===== src/rtl/tcmp_pkg.sv =====
package tcmp_pkg;

  localparam int CTRL_W  = 8;
  localparam int FLAG_B  = 7;
  localparam int IE_B    = 6;
  localparam int MODE_HI = 5;
  localparam int MODE_LO = 2;
  localparam int DRE_B   = 0;

  typedef enum logic [3:0] {
    MODE_OFF     = 4'h0,
    MODE_FLAG    = 4'h4,
    MODE_TOGGLE  = 4'h5,
    MODE_CLEAR   = 4'h6,
    MODE_SET     = 4'h7,
    MODE_HIPULSE = 4'hF
  } pin_mode_e;

  typedef struct packed {
    logic       flag;
    logic       ie;
    logic [3:0] mode;
    logic       rsvd;
    logic       dre;
  } ctrl_t;

  // Next pin level from mode, current level and match event.
  function automatic logic pin_next(input logic [3:0] mode, input logic cur, input logic hit);
    logic nxt;
    nxt = cur;
    if (mode == MODE_OFF) begin
      nxt = 1'b0;
    end else if (hit) begin
      case (mode)
        MODE_HIPULSE: nxt = 1'b1;
        MODE_TOGGLE:  nxt = ~cur;
        MODE_CLEAR:   nxt = 1'b0;
        MODE_SET:     nxt = 1'b1;
        default:      nxt = cur;
      endcase
    end else if (mode == MODE_HIPULSE) begin
      nxt = 1'b0;
    end
    return nxt;
  endfunction

endpackage


===== src/rtl/tcmp_regs.sv =====
module tcmp_regs
  import tcmp_pkg::*;
(
  input  logic       clk,
  input  logic       rst_n,
  input  logic       wr_ctrl,
  input  logic       wr_flag,
  input  logic       wr_ie,
  input  logic [3:0] wr_mode,
  input  logic       wr_dre,
  input  logic       hit,
  output ctrl_t      ctrl_o
);

  logic       flag_q, ie_q, dre_q;
  logic [3:0] mode_q;
  logic       clr_req;

  assign clr_req = wr_ctrl && wr_flag;

  always_ff @(posedge clk or negedge rst_n) begin
    if (!rst_n) begin
      flag_q <= 1'b0;
      ie_q   <= 1'b0;
      mode_q <= MODE_OFF;
      dre_q  <= 1'b0;
    end else begin
      if (hit)          flag_q <= 1'b1;
      else if (clr_req) flag_q <= 1'b0;
      if (wr_ctrl) begin
        ie_q   <= wr_ie;
        mode_q <= wr_mode;
        dre_q  <= wr_dre;
      end
    end
  end

  assign ctrl_o = '{flag: flag_q, ie: ie_q, mode: mode_q, rsvd: 1'b0, dre: dre_q};

  p_set_wins_r4: assert property (@(posedge clk) disable iff (!rst_n)
    hit |=> flag_q);
  p_w1c_r4: assert property (@(posedge clk) disable iff (!rst_n)
    (clr_req && !hit) |=> !flag_q);
  p_flag_hold_r4: assert property (@(posedge clk) disable iff (!rst_n)
    (!clr_req && !hit) |=> $stable(flag_q));

endmodule


===== src/rtl/tcmp_cmpbuf.sv =====
module tcmp_cmpbuf #(
  parameter int CW = 31
) (
  input  logic          clk,
  input  logic          rst_n,
  input  logic          wr_cmp,
  input  logic [CW-1:0] wr_val,
  input  logic          flush,
  input  logic          hit,
  output logic          arm_v,
  output logic [CW-1:0] arm_val,
  output logic          held_v
);

  logic [CW-1:0] arm_q, held_q, arm_d, held_d;
  logic          arm_v_q, held_v_q, arm_v_d, held_v_d;

  always_comb begin
    arm_v_d  = arm_v_q;
    arm_d    = arm_q;
    held_v_d = held_v_q;
    held_d   = held_q;
    if (flush) begin
      arm_v_d  = 1'b0;
      held_v_d = 1'b0;
    end
    if (hit) begin
      arm_v_d  = held_v_d;
      arm_d    = held_d;
      held_v_d = 1'b0;
    end
    if (wr_cmp) begin
      if (!arm_v_d) begin
        arm_v_d = 1'b1;
        arm_d   = wr_val;
      end else begin
        held_v_d = 1'b1;
        held_d   = wr_val;
      end
    end
  end

  always_ff @(posedge clk or negedge rst_n) begin
    if (!rst_n) begin
      arm_v_q  <= 1'b0;
      arm_q    <= '0;
      held_v_q <= 1'b0;
      held_q   <= '0;
    end else begin
      arm_v_q  <= arm_v_d;
      arm_q    <= arm_d;
      held_v_q <= held_v_d;
      held_q   <= held_d;
    end
  end

  assign arm_v   = arm_v_q;
  assign arm_val = arm_q;
  assign held_v  = held_v_q;

  p_promote_r9: assert property (@(posedge clk) disable iff (!rst_n)
    (hit && held_v_q && !wr_cmp) |=> (arm_v_q && arm_q == $past(held_q) && !held_v_q));
  p_idle_after_last_r9: assert property (@(posedge clk) disable iff (!rst_n)
    (hit && !held_v_q && !wr_cmp) |=> !arm_v_q);
  p_flush_r10: assert property (@(posedge clk) disable iff (!rst_n)
    flush |=> (!arm_v_q && !held_v_q));

endmodule


===== src/rtl/tcmp_match.sv =====
module tcmp_match #(
  parameter int CW = 31
) (
  input  logic          clk,
  input  logic          rst_n,
  input  logic [CW-1:0] count,
  input  logic          enable,
  input  logic          arm_v,
  input  logic [CW-1:0] arm_val,
  output logic          hit
);

  logic [CW-1:0] prev_q, d_tgt, d_step;

  // Forward distance from a to b on the wrapping counter.
  function automatic logic [CW-1:0] ahead(input logic [CW-1:0] a, input logic [CW-1:0] b);
    return b - a;
  endfunction

  always_ff @(posedge clk or negedge rst_n) begin
    if (!rst_n) prev_q <= '0;
    else        prev_q <= count;
  end

  assign d_tgt  = ahead(prev_q, arm_val);
  assign d_step = ahead(prev_q, count);
  assign hit    = enable && arm_v && (d_tgt != '0) && (d_tgt <= d_step);

  p_hit_needs_step_r3: assert property (@(posedge clk) disable iff (!rst_n)
    hit |-> (count != prev_q));
  p_hit_needs_arm_r10: assert property (@(posedge clk) disable iff (!rst_n)
    !enable |-> !hit);

endmodule


===== src/rtl/tcmp_pin.sv =====
module tcmp_pin
  import tcmp_pkg::*;
(
  input  logic       clk,
  input  logic       rst_n,
  input  logic [3:0] mode,
  input  logic       hit,
  output logic       pin
);

  logic pin_q;

  always_ff @(posedge clk or negedge rst_n) begin
    if (!rst_n) pin_q <= 1'b0;
    else        pin_q <= pin_next(mode, pin_q, hit);
  end

  assign pin = pin_q;

  p_pulse_one_r6: assert property (@(posedge clk) disable iff (!rst_n)
    (mode == MODE_HIPULSE && pin_q && !hit) |=> !pin_q);
  p_toggle_r7: assert property (@(posedge clk) disable iff (!rst_n)
    (mode == MODE_TOGGLE && hit) |=> (pin_q != $past(pin_q)));
  p_off_low_r10: assert property (@(posedge clk) disable iff (!rst_n)
    (mode == MODE_OFF) |=> !pin_q);
  p_flag_only_r8: assert property (@(posedge clk) disable iff (!rst_n)
    (mode == MODE_FLAG) |=> $stable(pin_q));

endmodule


===== src/rtl/tcmp_channel.sv =====
module tcmp_channel
  import tcmp_pkg::*;
#(
  parameter int CW = 31
) (
  input  logic          clk,
  input  logic          rst_n,
  input  logic [CW-1:0] count_i,
  input  logic          wr_en_i,
  input  logic          wr_addr_i,
  input  logic [CW-1:0] wr_data_i,
  output logic [7:0]    ctrl_rd_o,
  output logic [CW-1:0] cmp_rd_o,
  output logic          irq_o,
  output logic          pin_o
);

  ctrl_t         ctrl;
  logic          wr_ctrl, wr_cmp, flush, hit, enable;
  logic          arm_v, held_v;
  logic [CW-1:0] arm_val;
  logic [3:0]    wr_mode;

  assign wr_ctrl = wr_en_i && !wr_addr_i;
  assign wr_cmp  = wr_en_i && wr_addr_i;
  assign wr_mode = wr_data_i[MODE_HI:MODE_LO];
  assign flush   = wr_ctrl && (wr_mode == MODE_OFF);
  assign enable  = (ctrl.mode != MODE_OFF);

  tcmp_regs u_regs (
    .clk(clk), .rst_n(rst_n), .wr_ctrl(wr_ctrl),
    .wr_flag(wr_data_i[FLAG_B]), .wr_ie(wr_data_i[IE_B]),
    .wr_mode(wr_mode), .wr_dre(wr_data_i[DRE_B]),
    .hit(hit), .ctrl_o(ctrl)
  );

  tcmp_cmpbuf #(.CW(CW)) u_buf (
    .clk(clk), .rst_n(rst_n), .wr_cmp(wr_cmp), .wr_val(wr_data_i),
    .flush(flush), .hit(hit), .arm_v(arm_v), .arm_val(arm_val), .held_v(held_v)
  );

  tcmp_match #(.CW(CW)) u_match (
    .clk(clk), .rst_n(rst_n), .count(count_i), .enable(enable),
    .arm_v(arm_v), .arm_val(arm_val), .hit(hit)
  );

  tcmp_pin u_pin (
    .clk(clk), .rst_n(rst_n), .mode(ctrl.mode), .hit(hit), .pin(pin_o)
  );

  assign ctrl_rd_o = ctrl;
  assign cmp_rd_o  = arm_v ? arm_val : '0;
  assign irq_o     = ctrl.flag && ctrl.ie;

  p_irq_rise_r5: assert property (@(posedge clk) disable iff (!rst_n)
    $rose(irq_o) |-> ($past(hit) || $past(wr_ctrl)));
  p_flag_on_match_r3: assert property (@(posedge clk) disable iff (!rst_n)
    hit |=> ctrl_rd_o[FLAG_B]);
  p_held_needs_arm_r9: assert property (@(posedge clk) disable iff (!rst_n)
    held_v |-> arm_v);

endmodule


===== config.mk =====
export PLATFORM = sky130hd
export DESIGN_NAME = tcmp_channel
export DESIGN_NICKNAME = d
export VERILOG_FILES = /design/src/rtl/tcmp_pkg.sv /design/src/rtl/tcmp_regs.sv /design/src/rtl/tcmp_cmpbuf.sv /design/src/rtl/tcmp_match.sv /design/src/rtl/tcmp_pin.sv /design/src/rtl/tcmp_channel.sv
export SDC_FILE = /design/constraint.sdc
export NUM_CORES = 1
export LEC_CHECK = 0
export BUFFER_PORTS_ARGS = -buffer_cell sky130_fd_sc_hd__buf_2
export CAP_MARGIN = 15
export CELL_PAD_IN_SITES_DETAIL_PLACEMENT = 1
export CELL_PAD_IN_SITES_GLOBAL_PLACEMENT = 2
export CORE_ASPECT_RATIO = 1.25
export CORE_MARGIN = 3
export CORE_UTILIZATION = 41
export CTS_CLUSTER_DIAMETER = 80
export DETAILED_ROUTE_END_ITERATION = 8
export GPL_TIMING_DRIVEN = 1
export PLACE_DENSITY = 0.87
export SYNTH_ARGS = -nofsm -noshare
export SYNTH_HDL_FRONTEND = slang
export SYNTH_SLANG_ARGS = --single-unit
export TNS_END_PERCENT = 30

===== constraint.sdc =====
create_clock -name clk -period 12.9 [get_ports clk]
set_input_delay 1.29 -clock clk [delete_from_list [all_inputs] [get_ports clk]]
set_output_delay 1.29 -clock clk [all_outputs]
set_load 0.02 [all_outputs]

**After elaboration in Yosys (flattened, before gate mapping)**

Index checks and enable logic that the tools add are counted.

- Word-level logic and storage cells: 54
- Output and inout port bits: 41
- Flip-flop bits (word level): 103
- Input port bits: 66

- Reductions and logical operators: 18
- Order comparisons: 1
- Eq/ne operators: 5
- Add/subtract/negate cells: 2
- Multiplexer cells: 17
- Bitwise gates (word level): 1

Operators with widths:

| operator | number |
|---|---|
| $mux W31 | 4 |
| $sub A31 B31 Y31 | 2 |
| $le A31 B31 Y1 | 1 |
| $reduce_bool A31 Y1 | 1 |
| $eq A4 B3 Y1 const B | 3 |
| $mux W1 | 12 |
| $logic_and A1 B1 Y1 | 8 |
| $logic_not A4 Y1 | 2 |
| $ne A5 B2 Y1 const B | 1 |
| $eq A4 B4 Y1 const B | 1 |
| $reduce_and A2 Y1 | 2 |
| $reduce_bool A4 Y1 | 1 |
| $pmux W1 S3 | 1 |
| $reduce_bool A3 Y1 | 1 |
| $reduce_bool A2 Y1 | 1 |
| $reduce_or A2 Y1 | 1 |
| $logic_not A1 Y1 | 1 |
| $not A1 Y1 | 1 |

**Depth between registers and ports, before layout**

Gate-level depths: netlist (run 1).

- Depth after elaboration: 7
- Depth in mapped cells: 27
- Gate-level depth less buffers: 25

**By module**

A second synthesis (run 1) with hierarchy kept.

- Cells, all modules: 819
- Area, all modules: 8229.1 um^2

By module, submodules not included:

| module | area an instance (um^2) | cells an instance | seq. area each (um^2) | instances |
|---|---|---|---|---|
| tcmp_match | 4777.1 | 573 | 775.7 | 1 |
| tcmp_cmpbuf | 2795.2 | 173 | 1601.5 | 1 |
| tcmp_regs | 321.6 | 21 | 175.2 | 1 |
| tcmp_channel | 244.0 | 40 | 0.0 | 1 |
| tcmp_pin | 91.3 | 12 | 25.0 | 1 |

**Worst setup path before layout (run 1)**

OpenSTA, ideal clock, no wires.

- Path type: input port to flip-flop
- Start: input port count_i[0]
- End: register u_buf.arm_q[10], in the netlist u_buf.arm_val[10]
- Data required time: 12772 ps
- Setup slack: 6937 ps
- Stages: 24
- Data arrival time: 5835 ps
- Path buffers: 1
- Library setup time: 128 ps
- Cell sequence: inv_1 > ha_1 > fa_1 > nand2b_1 > a21boi_0 > o21ai_0 > a211oi_1 > o21ai_0 > a211oi_1 > o311ai_0 > nor2b_1 > o21ai_0 > a21oi_1 > xnor2_1 > ha_1 > a211oi_1 > o21ai_0 > a31oi_1 > o21ai_0 > o21a_1 > nor3b_4 > buf_4 > mux2_1 > mux2_1

- Word-level cells in the longest chain between the ends: 6
- Elaborated cells on any way between the ends: 7
- Those cells by class: add/sub (1); order compare (1); mux (4); reduce/logical (1)

Ends and longest elaborated chain:

| what | RTL line | RTL |
|---|---|---|
| start: declaration | tcmp_channel.sv:8 | `input logic [CW-1:0] count_i,` |
| $sub A31 B31 Y31 * | tcmp_match.sv:17 | `return b - a;` |
| $le A31 B31 Y1 * | tcmp_match.sv:27 | `assign hit = enable && arm_v && (d_tgt != '0) && (d_tgt <= d_step);` |
| $logic_and A1 B1 Y1 * | tcmp_match.sv:27 |  |
| $mux W31 or $mux W1 (tied branches) | tcmp_cmpbuf.sv:27 | `if (hit) begin` |
| $mux W31 | tcmp_cmpbuf.sv:33 | `if (!arm_v_d) begin` |
| $mux W31 * | tcmp_cmpbuf.sv:32 | `if (wr_cmp) begin` |
| via u_buf.arm_d[10] | tcmp_cmpbuf.sv:15 | `logic [CW-1:0] arm_q, held_q, arm_d, held_d;` |
| end signal: assignment | tcmp_cmpbuf.sv:51 | `arm_q <= arm_d;` |
| end: declaration | tcmp_cmpbuf.sv:15 |  |

Mark *: on every way through the listed nets, which the timed path passes. The rest lies on a longest branch.
A chain may end at the register's enable or synchronous reset.

**Worst setup path in the final report (run 1)**

- Start: input port count_i[0]
- End: register u_buf.arm_q[22], in the netlist u_buf.arm_val[22]

Same word-level chain as after synthesis.

==> impl_metrics.tcl, run 1 <==
set metrics [dict create \
    status "completed" \
    nNetsFinal 1151 \
    setup_violations 0 \
    core-area_sq_mm 0.02089 \
    finalCritPeriodShare 0.5848 \
    cp-start-kind "primary input" \
    clock_latency_ns 0.37 \
    cts_max_level 3 \
    hold_viol 0 \
    rsz0062_at_grt "no" \
    hpwl_um 20860 \
    mostFrequentLayoutCells "buf_2 (104), dfrtp_1 (103), ha_1 (91)" \
    ir_drop_uv 122.6 \
    use_met2 0.4026 \
    wl_per_cell_um 20.88 \
    fp-row-count 59 \
    hold_ws_ns 0.4964 \
    ys_types 85 \
    die_h_um 169.6 \
    hold_start "u_buf.held_q[2]" \
    grt-ovfl-total 0 \
    drv_cap 0 \
    cpPeakStageDelay_ns 0.75 \
    grt_util_all_layers 0.2327 \
    root_buffer "clkbuf_16" \
    synth_edf_count 0 \
    clk_pin_slew_ns 0.09 \
    skew_ns 0.01348 \
    cp.required_ns 13.15 \
    drtIter0Drc 328 \
    grt_max_degree 57 \
    syn_nets 1064 \
    syn_inst 905 \
    cts.sinks 103 \
    syn_avg_cell_area_sq_um 9.694 \
    ios 107 \
    relSlewSlack 0.2688 \
    grt_pass1_vias 7680 \
    wirelength_um 26560 \
    final.setup.tns_ns 0 \
    dieArea_sq_mm 0.02320 \
    maxSlewViolCount 0 \
    arrival_ns 7.79 \
    synthTopCellsByArea "dfrtp_1 (29%), ha_1 (13%), mux2_1 (6.5%)" \
    tightest_slew_ns 1.097 \
    syn2layout_area_growth_pct 11.54 \
    fmax_ghz 0.1326 \
    synth-seq-area-share 0.2938 \
    antenna_found_initial 2 \
    layout-drive-gt1-share 0.1976 \
    cpMaxStageDelayCell "nor3b_4" \
    drc 0 \
    io_buffers 105 \
    synth_top_area_share 0.2938 \
    yosysTopAreaCell "dfrtp_1" \
    start_util 0.4200 \
    grt_pass1_wl_um 42000 \
    cts_tree "built" \
    synth_area_sq_mm 0.008773 \
    drt_pass1_iterations 4 \
    ys_warn_count 0 \
    viasPerCell 5.737 \
    via_count 7298 \
    final_common_cell "buf_2" \
    met3_usage 0.03974 \
    numCtsBuffers 9 \
    fill_cells 2427 \
    hold_buffers 0 \
    gp_congestion 0.8529 \
    use_met1 0.2947 \
    antenna_left 0 \
    path_common_cell "o21ai_0" \
    synth_flop_cell "dfrtp_1" \
    endpoint_kind "flop" \
    cts_resized 0 \
    ys_ff_latch 103 \
    setup.worst_path.start "count_i[0]" \
    clock_path_buffers 2 \
    rr_startpoint "u_match.prev_q[0]" \
    cp_max_fo 19 \
    powerDensity_mw_per_mm2 246.3 \
    post-cts-setup-buffers 0 \
    hold_path.class "reg -> reg" \
    period_minus_slack_ns 7.544 \
    die_x_um 136.8 \
    async_flop_share 1.000 \
    top_usage_layer "met2" \
    critPathKind "in -> reg" \
    total_leakage_power_nw 4.763 \
]
[layer usage]
metal,vias to the layer above,share of wire
met4,4,0.027
met2,135,0.50
met5,-,0.00079
met3,42,0.039
met1,3610,0.43
li1,3507,-
[through the flow]
stage          cell area [sq um]  worst slack [ns]  instances  power (mW)    util
2_1_floorplan               8773             6.937        905       1.677       -
3_3_place_gp                9467             5.215       1255       2.049  0.4531
3_5_place_dp                9467             5.170       1255       2.086  0.4531
4_1_cts                     9783             5.390       1271       2.415  0.4683
5_1_grt                     9783             4.798       1271       2.600  0.4683
6_report                    9786             5.356       1272       2.410  0.4684
[cells by family after synthesis]
kind of cell	after synthesis	synth area share
buf+inv	80	0.04378
flops	103	0.2938
fa+ha+maj	93	0.1343
compound gates	244	0.1931
simple gates	243	0.1533
other cells	1	0.0004274
mux	100	0.1403
xor+xnor	41	0.04093
[where the power goes]
group,switching [mW],internal [mW]
combinational,0.863,0.679
sequential,0.128,0.438
clock,0.160,0.141
total,1.15,1.26
[state kept, by name, summed over array words and instances (netlist names)]
signal and cells:
u_buf.arm_v 1, u_buf.held_q 31, u_regs.dre_q 1, u_regs.flag_q 1, u_pin.pin 1, u_buf.held_v 1
u_regs.mode_q 4, u_regs.ie_q 1, u_buf.arm_val 31, u_match.prev_q 31
[worst max-delay path, delay by kind of cell]
kind | cells | cell delay, ns
compound gates | 13 | 3.10
xor+xnor | 1 | 0.17
fa+ha+maj | 3 | 0.88
buf+inv | 3 | 0.55
mux | 2 | 0.68
simple gates | 3 | 1.11
[Yosys cell counts (3+ instances only)]
cell type    n
a22o_1       3
o2111ai_1    6
a21oi_1     60
nand3b_1     4
or3_1        8
nand4_1     14
dfrtp_1    103
a22oi_1      3
and4_1       3
and2_1      38
buf_2       10
nor3_1      11
o211ai_1     6
nor2_1      35
buf_4       11
nand2_1     56
o21ai_0     37
ha_1        91
buf_6        4
xnor2_1     17
and3b_1      3
xor2_1      24
clkbuf_1     8
or2_2        5
mux2_2      17
o21ai_1      4
o31ai_1      3
inv_1       47
nand3_1     16
nor4_1       4
a211oi_1    15
mux2_1      51
and3_1       9
mux2_4      29
nand2b_1    14
a211o_1      6
a31oi_1      8
a21o_1      44
mux2i_1      3
nor2b_1      9
o21a_1      14
[path summary, 6_finish.rpt]
path	cells after the start	end	slack (ns)
setup / recovery	25	u_buf.arm_val[22]	5.36
hold / removal	1	u_buf.held_q[2]	0.50
setup reg to reg	23	u_buf.arm_val[22]	6.00
hold reg to reg	1	u_buf.held_q[2]	0.50
max in group asynchronous	2	u_match.prev_q[13]	10.76
min in group asynchronous	1	u_match.prev_q[24]	0.94
[cell type report]
cell class	instances	area (sq um)	share of cell area
flip-flops and latches	103	2577	0.2634
diodes	1	2.502	0.0002557
inverters	47	176.4	0.01803
clock inverters	7	91.34	0.009334
multi-input cells	722	5812	0.5939
repair buffers	109	558.0	0.05703
clock buffers	9	225.2	0.02301
well taps	274	342.8	0.03503
(Power assumes the default switching activity.)
==> run 2: changes to the inputs <==
CORE_UTILIZATION = 38   (was 41)
PLACE_DENSITY = 0.82   (was 0.87)
clock period = 7.72 ns   (was 12.9 ns; I/O delays follow)
==> impl_metrics.tcl, run 2 (synthesis results as in run 1) <==
set metrics [dict create \
    clock_path_buffers 2 \
    powerDensity_mw_per_mm2 408.7 \
    drc 0 \
    io_buffers 105 \
    critPathKind "in -> reg" \
    stdcell_area_sq_mm 0.009829 \
    period_minus_slack_ns 6.505 \
    root_buffer "clkbuf_16" \
    final.setup.tns_ns 0 \
    post-cts-setup-buffers 0 \
    core-area_sq_mm 0.02244 \
    gp_congestion 0.8556 \
    grt_pass1_vias 7817 \
    final_common_cell "buf_2" \
    hold_path.class "in -> async" \
    top_usage_layer "met2" \
    rr_startpoint "u_match.prev_q[0]" \
    hpwl_um 21670 \
    arrival_ns 6.76 \
    hold_ws_ns 0.4115 \
    wl_per_cell_um 20.66 \
    fin_ws_ns 1.215 \
    die_h_um 175.9 \
    cp-start-kind "primary input" \
    status "completed" \
    viasPerCell 5.607 \
    layout-drive-gt1-share 0.2000 \
    fp-row-count 61 \
    grt_pass1_wl_um 42610 \
    ir_drop_uv 171.4 \
    clock_latency_ns 0.38 \
    finalPower_mw 4.017 \
    drt_pass1_iterations 5 \
    drtIter0Drc 246 \
    met3_usage 0.02124 \
    dp.cells 1267 \
    maxSlewViolCount 0 \
    hold_viol 0 \
    cts_max_level 3 \
    antenna_cells 0 \
    clk_pin_slew_ns 0.09 \
    tightest_slew_ns 1.043 \
    antenna_found_initial 0 \
    use_met1 0.2796 \
    cp.required_ns 7.98 \
    dieArea_sq_mm 0.02496 \
    start_util 0.3910 \
    post-place-ws_ns 0.6824 \
    fill_cells 2659 \
    final_util 0.4381 \
    fmax_ghz 0.1537 \
    cts_tree "built" \
    numCtsBuffers 9 \
    fin_cells 1283 \
    hold_buffers 0 \
    endpoint_kind "flop" \
    grt_util_all_layers 0.2160 \
    cts_resized 0 \
    die_x_um 141.9 \
    relSlewSlack 0.3046 \
    cp_max_fo 12 \
    use_met2 0.3752 \
    setup_violations 0 \
    grt-ovfl-total 0 \
    cts.sinks 103 \
    syn2layout_area_growth_pct 12.04 \
    drv_cap 0 \
    dpl_cell_area_sq_mm 0.009513 \
    ios 107 \
    nNetsFinal 1154 \
    finalCritPeriodShare 0.8426 \
    grt_max_degree 57 \
    wirelength_um 26500 \
    reg2reg_to "u_buf.arm_val[22]" \
    via_count 7194 \
    antenna_left 0 \
    rr_worst_depth 23 \
    total_leakage_power_nw 4.783 \
    rsz0062_at_grt "no" \
    mostFrequentLayoutCells "buf_2 (104), dfrtp_1 (103), ha_1 (91)" \
    skew_ns 0.01067 \
    r2r_slack_ns 1.35 \
]
[run 2: cell type report]
| class | instances | area (sq um) | share of cell area |
|---|---|---|---|
| Clock inverter | 7 | 91.34 | 0.009292 |
| Sequential cell | 103 | 2577 | 0.2622 |
| Timing Repair Buffer | 112 | 593.1 | 0.06034 |
| Clock buffer | 9 | 225.2 | 0.02291 |
| Inverter | 47 | 176.4 | 0.01795 |
| Tap cell | 283 | 354.1 | 0.03602 |
| Multi-Input combinational cell | 722 | 5812 | 0.5913 |
[run 2: critical path: stages]
cell	delay, ns
buf_2	0.09
inv_1	0.04
ha_1	0.21
fa_1	0.40
nand2b_1	0.15
a21boi_0	0.25
o21ai_0	0.21
a211oi_1	0.32
o21ai_0	0.26
a211oi_1	0.61
o311ai_0	0.28
nor2b_1	0.19
o21ai_0	0.16
a21oi_1	0.10
xnor2_1	0.17
ha_1	0.26
a211oi_1	0.22
o21ai_0	0.12
a31oi_1	0.15
o21ai_0	0.10
o21a_1	0.19
o31ai_2	0.29
nand3_1	0.49
buf_4	0.40
mux2_1	0.33
[run 2: worst max-delay path by stage]
stage / start / endpoint / cells after the start
floorplan: count_i[0] / u_buf.arm_val[10] / 24
global placement: count_i[0] / u_buf.arm_val[26] / 25
detailed placement: count_i[0] / u_buf.arm_val[27] / 25
CTS: count_i[0] / u_buf.arm_val[27] / 25
global route: count_i[0] / u_buf.arm_val[22] / 25
finish: count_i[0] / u_buf.arm_val[22] / 25
[run 2: report_power, final]
part	leakage [nW]	internal, mW	switching [mW]	total, mW
Sequential	1.22	0.732	0.209	0.941
Combinational	3.41	1.14	1.43	2.57
Clock	0.152	0.236	0.266	0.502
Total	4.78	2.11	1.91	4.02
[run 2: layer usage]
layer,vias up,wire (um)
met5,-,0
li1,3501,-
met4,0,679
met2,129,13230
met3,31,948
met1,3533,11650
==> run 3: changes to the inputs <==
ABC_AREA = 1   (was not set)
CORE_UTILIZATION = 30   (was 38)
PLACE_DENSITY = 0.78   (was 0.82)
clock period = 5.9 ns   (was 7.72 ns; I/O delays follow)
==> impl_metrics.tcl, run 3 <==
set metrics [dict create \
    status "completed" \
    cp_max_fo 31 \
    critPathKind "reg -> reg" \
    ys_types 43 \
    powerDensity_mw_per_mm2 484.4 \
    synth_commonest_cells "nand2_1 (505), inv_1 (231), dfrtp_1 (103), ha_1 (91), nand3_1 (82)" \
    cp-start-kind "flop" \
    root_buffer "clkbuf_16" \
    drtIter0Drc 349 \
    p_sw_mw 2.740 \
    period_minus_slack_ns 5.248 \
    stdcell_area_sq_mm 0.01049 \
    cts_max_level 3 \
    mostFrequentLayoutCells "nand2_1 (505), inv_1 (231), buf_2 (104)" \
    fp-row-count 71 \
    fill_cells 3990 \
    cts.sinks 103 \
    grt_max_degree 60 \
    core-area_sq_mm 0.03038 \
    seq_area_sq_mm 0.002577 \
    post-cts-setup-buffers 0 \
    syn2layout_area_growth_pct 12.67 \
    clock_latency_ns 0.38 \
    rsz0062_at_grt "no" \
    synth_edf_count 0 \
    viasPerCell 4.840 \
    r2r_slack_ns 0.65 \
    drc 0 \
    hpwl_um 26650 \
    nNetsFinal 1668 \
    fin_ws_ns 0.6525 \
    synth_top_area_share 0.2768 \
    total_leakage_power_nw 6.144 \
    p_clk_frac 0.126 \
    antenna_left 0 \
    syn_avg_cell_area_sq_um 6.539 \
    syn_inst 1424 \
    final_util 0.3453 \
    maxSlewViolCount 0 \
    synth_area_sq_mm 0.009311 \
    die_x_um 163.6 \
    gp_congestion 0.8505 \
    sw_frac_of_total 0.5391 \
    async_flop_share 1.000 \
    numCtsBuffers 9 \
    layout-drive-gt1-share 0.09908 \
    cts_resized 0 \
    setup.worst_path.start "u_match.prev_q[0]" \
    synth-seq-area-share 0.2768 \
    clock_path_buffers 2 \
    wirelength_um 32480 \
    hold_path.class "in -> async" \
    hold_viol 0 \
    relSlewSlack 0.2551 \
    yosysMostFrequentCell "nand2_1" \
    arrival_ns 5.51 \
    dpl_cell_area_sq_mm 0.01019 \
    ios 107 \
    grt_pass1_wl_um 52740 \
    cp.required_ns 6.16 \
    grt_util_all_layers 0.2018 \
    skew_ns 0.01255 \
    finalCritPeriodShare 0.8894 \
    syn_nets 1583 \
    final.setup.tns_ns 0 \
    final_common_cell "nand2_1" \
    drv_cap 0 \
    grt_pass1_vias 10020 \
    setup_violations 0 \
    antenna_cells 0 \
    tightest_slew_ns 1.117 \
    start_util 0.3065 \
    rr_startpoint "u_match.prev_q[0]" \
    p_seq_frac 0.229 \
    synthTopCellsByArea "dfrtp_1 (28%), nand2_1 (20%), ha_1 (12%)" \
    combPwrFrac 0.645 \
    io_buffers 105 \
    wl_per_cell_um 16.96 \
    antenna_found_initial 1 \
    internal_power_mw 2.342 \
    multi_input_area_sq_mm 0.005629 \
    hold_buffers 0 \
    drt_pass1_iterations 6 \
    fmax_ghz 0.1906 \
    post-place-ws_ns 0.2523 \
    synth_flop_cell "dfrtp_1" \
    yosysTopAreaCell "dfrtp_1" \
    clk_pin_slew_ns 0.08 \
    grt-ovfl-total 0 \
    ys_warn_count 0 \
    via_count 9268 \
    ys_ff_latch 103 \
    ir_drop_uv 230.4 \
    endpoint_kind "flop" \
    cts_tree "built" \
    dieArea_sq_mm 0.03320 \
    die_h_um 203.0 \
]
-- run 3: final cells by class --
| class | instances | share of cell area |
|---|---|---|
| clock buffers | 12 | 0.02540 |
| flip-flops and latches | 103 | 0.2457 |
| well taps | 401 | 0.04782 |
| repair buffers | 115 | 0.05748 |
| multi-input cells | 1046 | 0.5366 |
| clock inverters | 4 | 0.003339 |
| inverters | 234 | 0.08372 |
-- run 3: metal layers --
layer / global-route usage / vias up / share of wire
met5: 0 / - / 0.00040
met4: 0.05591 / 2 / 0.018
met3: 0.01796 / 26 / 0.022
met2: 0.3623 / 94 / 0.51
met1: 0.2574 / 4416 / 0.45
li1: - / 4730 / -
-- run 3: final timing paths --
kind	cells after the start	end
setup / recovery	24	u_buf.arm_val[26]
hold / removal	1	u_match.prev_q[30]
setup reg to reg	24	u_buf.arm_val[26]
hold reg to reg	2	u_buf.held_q[12]
max in group asynchronous	2	u_buf.arm_val[20]
min in group clk	1	u_match.prev_q[0]
-- run 3: cell families (layout without fill, tap and decap cells) --
kind of cell	Yosys count	count (layout)	share of synthesized area
buffers and inverters	275	365	0.1191
XOR/XNOR	34	34	0.03279
adder cells (fa/ha/maj)	93	93	0.1266
flip-flops	103	103	0.2768
AO/OA/AOI/OAI	137	137	0.08089
AND/OR/NAND/NOR	781	781	0.3635
other	1	1	0.0004027
-- run 3: through the flow --
stage / std cells / power, mW / hold slack, ns
floorplan: 1424 / 3.521 / 0.2944
global placement: 1899 / 4.427 / 0.4537
detailed placement: 1899 / 4.514 / 0.4601
CTS: 1915 / 5.172 / 0.2596
global route: 1915 / 5.680 / 0.2893
finish: 1915 / 5.082 / 0.2292
-- run 3: worst max-delay path: stages (launching register included) --
cell and delay [ns]:
dfrtp_1 0.39, ha_1 0.24, fa_1 0.46, nor4_1 0.31, nor2_1 0.11, o21ai_0 0.18
buf_4 0.16, a21oi_1 0.11, o21ai_0 0.48, nand3_1 0.15, o2111ai_1 0.13, xor2_1 0.21
ha_1 0.27, inv_1 0.08, nor2_1 0.05, nand2_1 0.07, o221ai_1 0.15, a21oi_1 0.15
nand2_1 0.12, a21oi_2 0.24, nand2_4 0.15, nand2_4 0.28, nand3_4 0.37, nand2_1 0.18
nand2_1 0.07
-- run 3: power by group through the flow --
stage	logic, mW	registers, mW	clock network (mW)
detailed placement	3.34	1.18	0
global placement	3.25	1.17	0
CTS	3.35	1.16	0.659
global route	3.80	1.19	0.682
finish	3.28	1.16	0.641
floorplan	2.45	1.07	0
